$ cat config.mk
export PLATFORM = sky130hd
export DESIGN_NAME = disp_timing_gen
export DESIGN_NICKNAME = d
export VERILOG_FILES = /design/src/rtl/tg_pkg.sv /design/src/rtl/tg_regs.sv /design/src/rtl/tg_counters.sv /design/src/rtl/tg_decode.sv /design/src/rtl/disp_timing_gen.sv
export SDC_FILE = /design/constraint.sdc
export NUM_CORES = 1
export LEC_CHECK = 0
export CORE_MARGIN = 10
export CORE_UTILIZATION = 30
export CTS_BUF_LIST = sky130_fd_sc_hd__clkbuf_4
export CTS_CLUSTER_DIAMETER = 30
export DETAILED_ROUTE_END_ITERATION = 16
export GPL_ROUTABILITY_DRIVEN = 0
export PLACE_DENSITY = 0.48
export SYNTH_ARGS = -nofsm -noshare
export SYNTH_HDL_FRONTEND = slang
export SYNTH_SLANG_ARGS = --single-unit
$ cat constraint.sdc
create_clock -name clk -period 5.6 [get_ports clk]
set_input_delay 1.12 -clock clk [delete_from_list [all_inputs] [get_ports clk]]
set_output_delay 1.12 -clock clk [all_outputs]
set_load 0.03 [all_outputs]
$ cat src/rtl/tg_pkg.sv
// Package: shared constants and types for the display timing generator.
// Assumes a 32-bit register word split into two 16-bit half-word fields.
package tg_pkg;
    localparam int HALF_W   = 16;
    localparam int WORD_W   = 2 * HALF_W;
    localparam int ADDR_W   = 3;
    localparam int NUM_REGS = 1 << ADDR_W;
    localparam int NUM_TIME = NUM_REGS - 1;
    localparam int EN_BIT   = WORD_W - 1;

    localparam logic [ADDR_W-1:0] RA_CTRL  = 3'd0;
    localparam logic [ADDR_W-1:0] RA_HTOT  = 3'd1;
    localparam logic [ADDR_W-1:0] RA_HBLK  = 3'd2;
    localparam logic [ADDR_W-1:0] RA_HSYN  = 3'd3;
    localparam logic [ADDR_W-1:0] RA_VTOT  = 3'd4;
    localparam logic [ADDR_W-1:0] RA_VBLK  = 3'd5;
    localparam logic [ADDR_W-1:0] RA_VSYN  = 3'd6;
    localparam logic [ADDR_W-1:0] RA_SRC   = 3'd7;

    // End (or total) value in the upper field, start (or active) in the lower.
    typedef struct packed {
        logic [HALF_W-1:0] hi;
        logic [HALF_W-1:0] lo;
    } pair_t;

    // One slot per non-control address; slot k holds address k+1.
    typedef pair_t [NUM_TIME-1:0] tset_t;
endpackage

$ cat src/rtl/tg_regs.sv
// Module: register file with shadow and working copies.
// Writes land in shadow slots; the working set loads all slots at once
// when upd_i is high. Control holds only the enable bit; the scan-mode
// field reads as progressive (zero).
module tg_regs
    import tg_pkg::*;
(
    input  logic              clk,
    input  logic              rst_n,
    input  logic              wr_en,
    input  logic [ADDR_W-1:0] wr_addr,
    input  logic [WORD_W-1:0] wr_data,
    input  logic [ADDR_W-1:0] rd_addr,
    output logic [WORD_W-1:0] rd_data,
    input  logic              upd_i,
    output logic              en_o,
    output tset_t             work_o
);
    logic  en_q;
    tset_t shad_q;
    tset_t work_q;

    // Enable bit of the control word; takes effect at once.
    always_ff @(posedge clk) begin
        if (!rst_n)
            en_q <= 1'b0;
        else if (wr_en && wr_addr == RA_CTRL)
            en_q <= wr_data[EN_BIT];
    end

    // One shadow slot per timing address.
    for (genvar i = 0; i < NUM_TIME; i++) begin : g_shadow
        always_ff @(posedge clk) begin
            if (!rst_n)
                shad_q[i] <= '0;
            else if (wr_en && wr_addr == ADDR_W'(i + 1))
                shad_q[i] <= wr_data;
        end
    end

    // Working set copies the whole shadow set on an update request.
    always_ff @(posedge clk) begin
        if (!rst_n)
            work_q <= '0;
        else if (upd_i)
            work_q <= shad_q;
    end

    // Read mux: control shows enable only, timing slots show shadows.
    always_comb begin
        if (rd_addr == RA_CTRL)
            rd_data = {en_q, {(WORD_W-1){1'b0}}};
        else
            rd_data = shad_q[rd_addr - 3'd1];
    end

    assign en_o   = en_q;
    assign work_o = work_q;
endmodule

$ cat src/rtl/tg_counters.sv
// Module: pixel and line counters with vertical-blank update point.
// Assumes limits are minus-one values. Counters stay at zero while
// disabled; upd_o requests a working-set load while disabled or on the
// edge leaving the last pixel of the final active line.
module tg_counters
    import tg_pkg::*;
(
    input  logic              clk,
    input  logic              rst_n,
    input  logic              en_i,
    input  logic [HALF_W-1:0] htot_i,
    input  logic [HALF_W-1:0] vtot_i,
    input  logic [HALF_W-1:0] vbs_i,
    output logic [HALF_W-1:0] x_o,
    output logic [HALF_W-1:0] y_o,
    output logic              upd_o,
    output logic              pulse_o
);
    logic [HALF_W-1:0] x_q;
    logic [HALF_W-1:0] y_q;
    logic              pulse_q;
    logic              line_end;
    logic              blank_edge;

    assign line_end   = (x_q == htot_i);
    assign blank_edge = line_end && (y_q == vbs_i);
    assign upd_o      = !en_i || blank_edge;

    // Pixel counter: wraps after the horizontal total.
    always_ff @(posedge clk) begin
        if (!rst_n || !en_i)
            x_q <= '0;
        else
            x_q <= line_end ? '0 : x_q + 16'd1;
    end

    // Line counter: steps on each line wrap, wraps after the vertical total.
    always_ff @(posedge clk) begin
        if (!rst_n || !en_i)
            y_q <= '0;
        else if (line_end)
            y_q <= (y_q == vtot_i) ? '0 : y_q + 16'd1;
    end

    // Pulse marks the first pixel of vertical blanking.
    always_ff @(posedge clk) begin
        if (!rst_n)
            pulse_q <= 1'b0;
        else
            pulse_q <= en_i && blank_edge;
    end

    assign x_o     = x_q;
    assign y_o     = y_q;
    assign pulse_o = pulse_q;

    AST_X_IN_RANGE: assert property (@(posedge clk) disable iff (!rst_n)
        en_i |-> x_q <= htot_i);
    AST_X_STEP: assert property (@(posedge clk) disable iff (!rst_n)
        (en_i && x_q != htot_i) |=> x_q == $past(x_q) + 16'd1);
    AST_HOLD_ZERO: assert property (@(posedge clk) disable iff (!rst_n)
        !en_i |=> (x_q == '0 && y_q == '0));
    AST_PULSE_LINE_START: assert property (@(posedge clk) disable iff (!rst_n)
        pulse_q |-> x_q == '0);
endmodule

$ cat src/rtl/tg_decode.sv
// Module: combinational decode of active, sync and blank flags.
// Assumes inclusive minus-one limits from the working set; all flags
// are forced low while the pipe is disabled.
module tg_decode
    import tg_pkg::*;
(
    input  logic              en_i,
    input  logic [HALF_W-1:0] x_i,
    input  logic [HALF_W-1:0] y_i,
    input  tset_t             work_i,
    output logic              active_o,
    output logic              hsync_o,
    output logic              vsync_o,
    output logic              blank_o
);
    pair_t htot, hblk, hsyn, vtot, vblk, vsyn;
    logic  hblank, vblank;

    assign htot = work_i[RA_HTOT - 3'd1];
    assign hblk = work_i[RA_HBLK - 3'd1];
    assign hsyn = work_i[RA_HSYN - 3'd1];
    assign vtot = work_i[RA_VTOT - 3'd1];
    assign vblk = work_i[RA_VBLK - 3'd1];
    assign vsyn = work_i[RA_VSYN - 3'd1];

    // Blank windows open after the start value and close at the end value.
    always_comb begin
        hblank = (x_i > hblk.lo) && (x_i <= hblk.hi);
        vblank = (y_i > vblk.lo) && (y_i <= vblk.hi);
    end

    // Output flags, gated by enable.
    always_comb begin
        active_o = en_i && (x_i <= htot.lo) && (y_i <= vtot.lo);
        hsync_o  = en_i && (x_i >= hsyn.lo) && (x_i <= hsyn.hi);
        vsync_o  = en_i && (y_i >= vsyn.lo) && (y_i <= vsyn.hi);
        blank_o  = en_i && (hblank || vblank);
    end
endmodule

$ cat src/rtl/disp_timing_gen.sv
// Module: top of the display timing generator for one pipe.
// Connects the register file, counters and decode. Progressive scan only.
module disp_timing_gen
    import tg_pkg::*;
(
    input  logic              clk,
    input  logic              rst_n,
    input  logic              wr_en,
    input  logic [2:0]        wr_addr,
    input  logic [31:0]       wr_data,
    input  logic [2:0]        rd_addr,
    output logic [31:0]       rd_data,
    output logic [15:0]       pix_x,
    output logic [15:0]       pix_y,
    output logic              active_o,
    output logic              hsync_o,
    output logic              vsync_o,
    output logic              blank_o,
    output logic              vblank_start_o,
    output logic [31:0]       src_size_o
);
    logic  en;
    logic  upd;
    tset_t work;
    pair_t htot, vtot, vblk;

    assign htot = work[RA_HTOT - 3'd1];
    assign vtot = work[RA_VTOT - 3'd1];
    assign vblk = work[RA_VBLK - 3'd1];

    tg_regs u_regs (
        .clk     (clk),
        .rst_n   (rst_n),
        .wr_en   (wr_en),
        .wr_addr (wr_addr),
        .wr_data (wr_data),
        .rd_addr (rd_addr),
        .rd_data (rd_data),
        .upd_i   (upd),
        .en_o    (en),
        .work_o  (work)
    );

    tg_counters u_cnt (
        .clk     (clk),
        .rst_n   (rst_n),
        .en_i    (en),
        .htot_i  (htot.hi),
        .vtot_i  (vtot.hi),
        .vbs_i   (vblk.lo),
        .x_o     (pix_x),
        .y_o     (pix_y),
        .upd_o   (upd),
        .pulse_o (vblank_start_o)
    );

    tg_decode u_dec (
        .en_i     (en),
        .x_i      (pix_x),
        .y_i      (pix_y),
        .work_i   (work),
        .active_o (active_o),
        .hsync_o  (hsync_o),
        .vsync_o  (vsync_o),
        .blank_o  (blank_o)
    );

    assign src_size_o = work[RA_SRC - 3'd1];
endmodule

==> key figures <==
Outcome
  – Outcome: finished clean

Setup path
  – FF-to-FF End: u_regs.work_o[217]
  – Startpoint types: flop
  – Critical path required time: 4.48 ns
  – Crit path DAT: 4.24 ns
  – CP Launch Point: u_cnt.y_o[1]
  – Crit. End Element: primary output
  – CP max stage cell: clkdlybuf4s50_1
  – Kind of critical path: reg -> out
  – R2r worst-path depth: 9
  – Critical path fanouts, max: 11
  – R2R Setup Slk: 2.00 ns
  – CP peak stage delay: 0.71 ns
  – RR Startpoint: u_cnt.y_o[14]
  – Crit path cell chain: ha_1 > nor2b_1 > o211ai_1 > a2111oi_0 > a211o_1 > o21ai_1 > a32o_1 > clkdlybuf4s50_1

Floorplan
  – Die height: 304 um
  – Initial core utilization: 30.2%
  – I/O Pins: 142
  – Die X: 304 um
  – Core region area: 80,300 sq um
  – FP Rows: 104
  – Die ar.: 92,500 sq um

Pwr
  – Sw frac: 26.8%
  – Worst vdd ir: 0.000128 V
  – Pwr Density: 268 nW/um^2
  – Clock network power share: 46.2%
  – NetSw: 2.05 mW
  – Internal: 5.59 mW
  – Logic pwr share: 7.3%
  – Share of power burned in registers: 46.4%
  – Leakage Power: 10.2 nW

Final layout
  – Layout Nets: 3,329
  – Synth-to-layout area growth: 17.8%
  – Fraction of layout cells with a size suffix above 1: 12.5%
  – Fillers: 8,452
  – Commonest non-fill, non-tap cell in the layout: nand2_1
  – Most frequent cells in the layout: 716 x nand2_1, 482 x dfxtp_1, 251 x nand3_1, 224 x a21boi_0, 211 x clkbuf_4

GRT
  – GRT overflow: 0
  – Gr usage total: 19.2%
  – Largest net degree at the start of global routing: 157
  – First-pass GRT wire length: 136,000 um
  – M1 GR Usage: 26.2%
  – Met3 Use GR: 4.29%
  – Global route hottest layer: met2
  – Initial antenna violation count: 10
  – Grt met2 use: 29.1%
  – Vias in the first global route: 20,700

Placement
  – Final HPWL DP: 65,900 um
  – Setup WS pre-CTS: 0.379 ns
  – # port buffers: 141

Timing
  – Crit path time final: 5.36 ns
  – Endpoints failing setup: 0
  – TNS Setup: 0 ns
  – Rel. slew slack: 29.5%
  – RSZ-0062 raised after global routing: false
  – Final hold vios: 0
  – Worst-Margin Slew: 1.05 ns
  – Slack of the critical path: 0.245 ns
  – Fin. max-slew vios: 0
  – Max Clock Skew: 0.0377 ns
  – Tcrit/Tclk final: 95.6%
  – Fmax achieved: 0.187 GHz

Routing
  – DR iter-0 viols: 1,763
  – Wirelength per Cell: 21.2 um
  – # DRC: 0
  – Antenna-violating nets left: 0
  – Vias/cell: 4.95
  – Routed WL: 91,000 um
  – Via count: 21,300
  – DRT Pass-1 Iters: 5

Logic synthesis
  – Flops & latches, synth: 482
  – Distinct cell type count after synthesis: 53
  – Syn_area_per_cell: 8.05 sq um
  – EDFF count, synth: 0
  – Synthesis warning total: 0
  – Seq/Total Area, Yosys: 39.8%
  – Syn nets: 3,214
  – Synthesized instance count: 3,009
  – Synthesized area: 24,200 sq um
  – Primary FF master, synth: dfxtp_1
  – Async SR Flop Fraction: 0%

Hold path
  – Worst Hold Depth: 2
  – Tightest Hold Check Type: reg -> reg
  – Hold Path Origin: u_regs.work_o[76]
  – Worst Hold Path EP: u_regs.work_o[76]

Clock network
  – Clock transition at path regs: 0.06 ns
  – CTS Buffer Depth: 3
  – Clk sink count: 482
  – Hold Buf Count CTS: 0
  – CTS root buffer: clkbuf_4
  – Latest clock arrival within the worst-skew pair: 0.99 ns
  – Num CTS Buffers: 152
  – Cts repair resizes: 2
  – CTS tree: built
  – Setup Buffers After CTS: 0
  – H-tree Lvls: 4

Flow run
  – Max Cap Violations: 0
==> metrics by stage <==
step	cells	util, %	power, mW	instance area, sq um	hold slack [ns]
3_3_place_gp	4030	33.2	4.18	26600	0.438
5_1_grt	4291	35.5	7.99	28500	0.463
2_1_floorplan	3009	-	3.93	24200	0.428
3_5_place_dp	4030	33.2	4.18	26600	0.440
6_report	4295	35.6	7.64	28500	0.445
4_1_cts	4287	35.5	7.74	28500	0.449
==> kinds of logic after synthesis <==
kind of cell | Yosys count | share of synthesized area, %
buffers and inverters | 401 | 7.57
AO/OA/AOI/OAI | 646 | 16.7
multiplexers | 65 | 4.50
flip-flops | 482 | 39.8
XOR/XNOR | 59 | 2.13
AND/OR/NAND/NOR | 1192 | 20.9
adder cells (fa/ha/maj) | 164 | 8.47
==> registers in the layout, indices dropped and copies added (netlist names) <==
signal and count:
u_regs.work_o 224, u_cnt.x_o 16, u_cnt.pulse_o 1, u_regs.shad_q 224, u_regs.en_o 1, u_cnt.y_o 16
==> how the worst max path moves through the flow <==
| stage | slack (ns) | to |
|---|---|---|
| 2_1_floorplan | 0.61 | rd_data[31] |
| 6_report | 0.24 | blank_o |
| 5_1_grt | 0.002 | blank_o |
| 4_1_cts | 0.06 | blank_o |
| 3_5_place_dp | 0.38 | rd_data[16] |
| 3_3_place_gp | 0.37 | rd_data[16] |
==> synthesized netlist by cell type (25+ instances only) <==
library cell	count	share of area (%)
nor2_1	117	1.8
o21ai_1	106	2.2
inv_1	163	2.5
mux2_2	31	1.4
o21ai_0	140	2.9
dfxtp_1	482	40
mux4_2	32	3.0
a21boi_0	224	6.9
a22oi_1	32	0.99
buf_4	34	1.1
a21oi_1	89	1.8
ha_1	164	8.5
xnor2_1	34	1.2
xor2_1	25	0.90
clkbuf_1	154	2.4
nand2_1	718	11
nand4_1	37	0.96
nand3_1	254	5.2
==> final cells by class <==
| type | instances | area, sq um | area share [%] |
|---|---|---|---|
| Clock buffer | 211 | 1580 | 5.55 |
| Clock inverter | 46 | 293 | 1.03 |
| Tap cell | 1060 | 1330 | 4.65 |
| Multi-Input combinational cell | 2126 | 12800 | 44.9 |
| Sequential cell | 482 | 9650 | 33.8 |
| Timing Repair Buffer | 198 | 2240 | 7.85 |
| Antenna cell | 8 | 20.0 | 0.0701 |
| Inverter | 164 | 616 | 2.16 |
==> routing by layer <==
layer	up-vias	wire, um	share of wire, %
met5	-	0	0
met4	0	2410	2.7
met3	129	5790	6.4
met2	609	40200	44
met1	10000	42500	47
li1	10500	-	-
==> critical path, delay by kind of cell (launching register included) <==
| family | cells | cell delay (ns) |
|---|---|---|
| AO/OA/AOI/OAI | 5 | 1.38 |
| buffers and inverters | 1 | 0.71 |
| flip-flops | 1 | 0.68 |
| adder cells (fa/ha/maj) | 1 | 0.34 |
| AND/OR/NAND/NOR | 1 | 0.13 |
==> power by group through the flow <==
stage	clock (mW)	sequential (mW)	combinational (mW)
after floorplan	0	3.58	0.344
after global placement	0	3.62	0.557
after detailed placement	0	3.62	0.558
after CTS	3.63	3.55	0.560
after global routing	3.83	3.55	0.608
final	3.53	3.55	0.560
No activity file was read; power rests on OpenSTA's default activity.
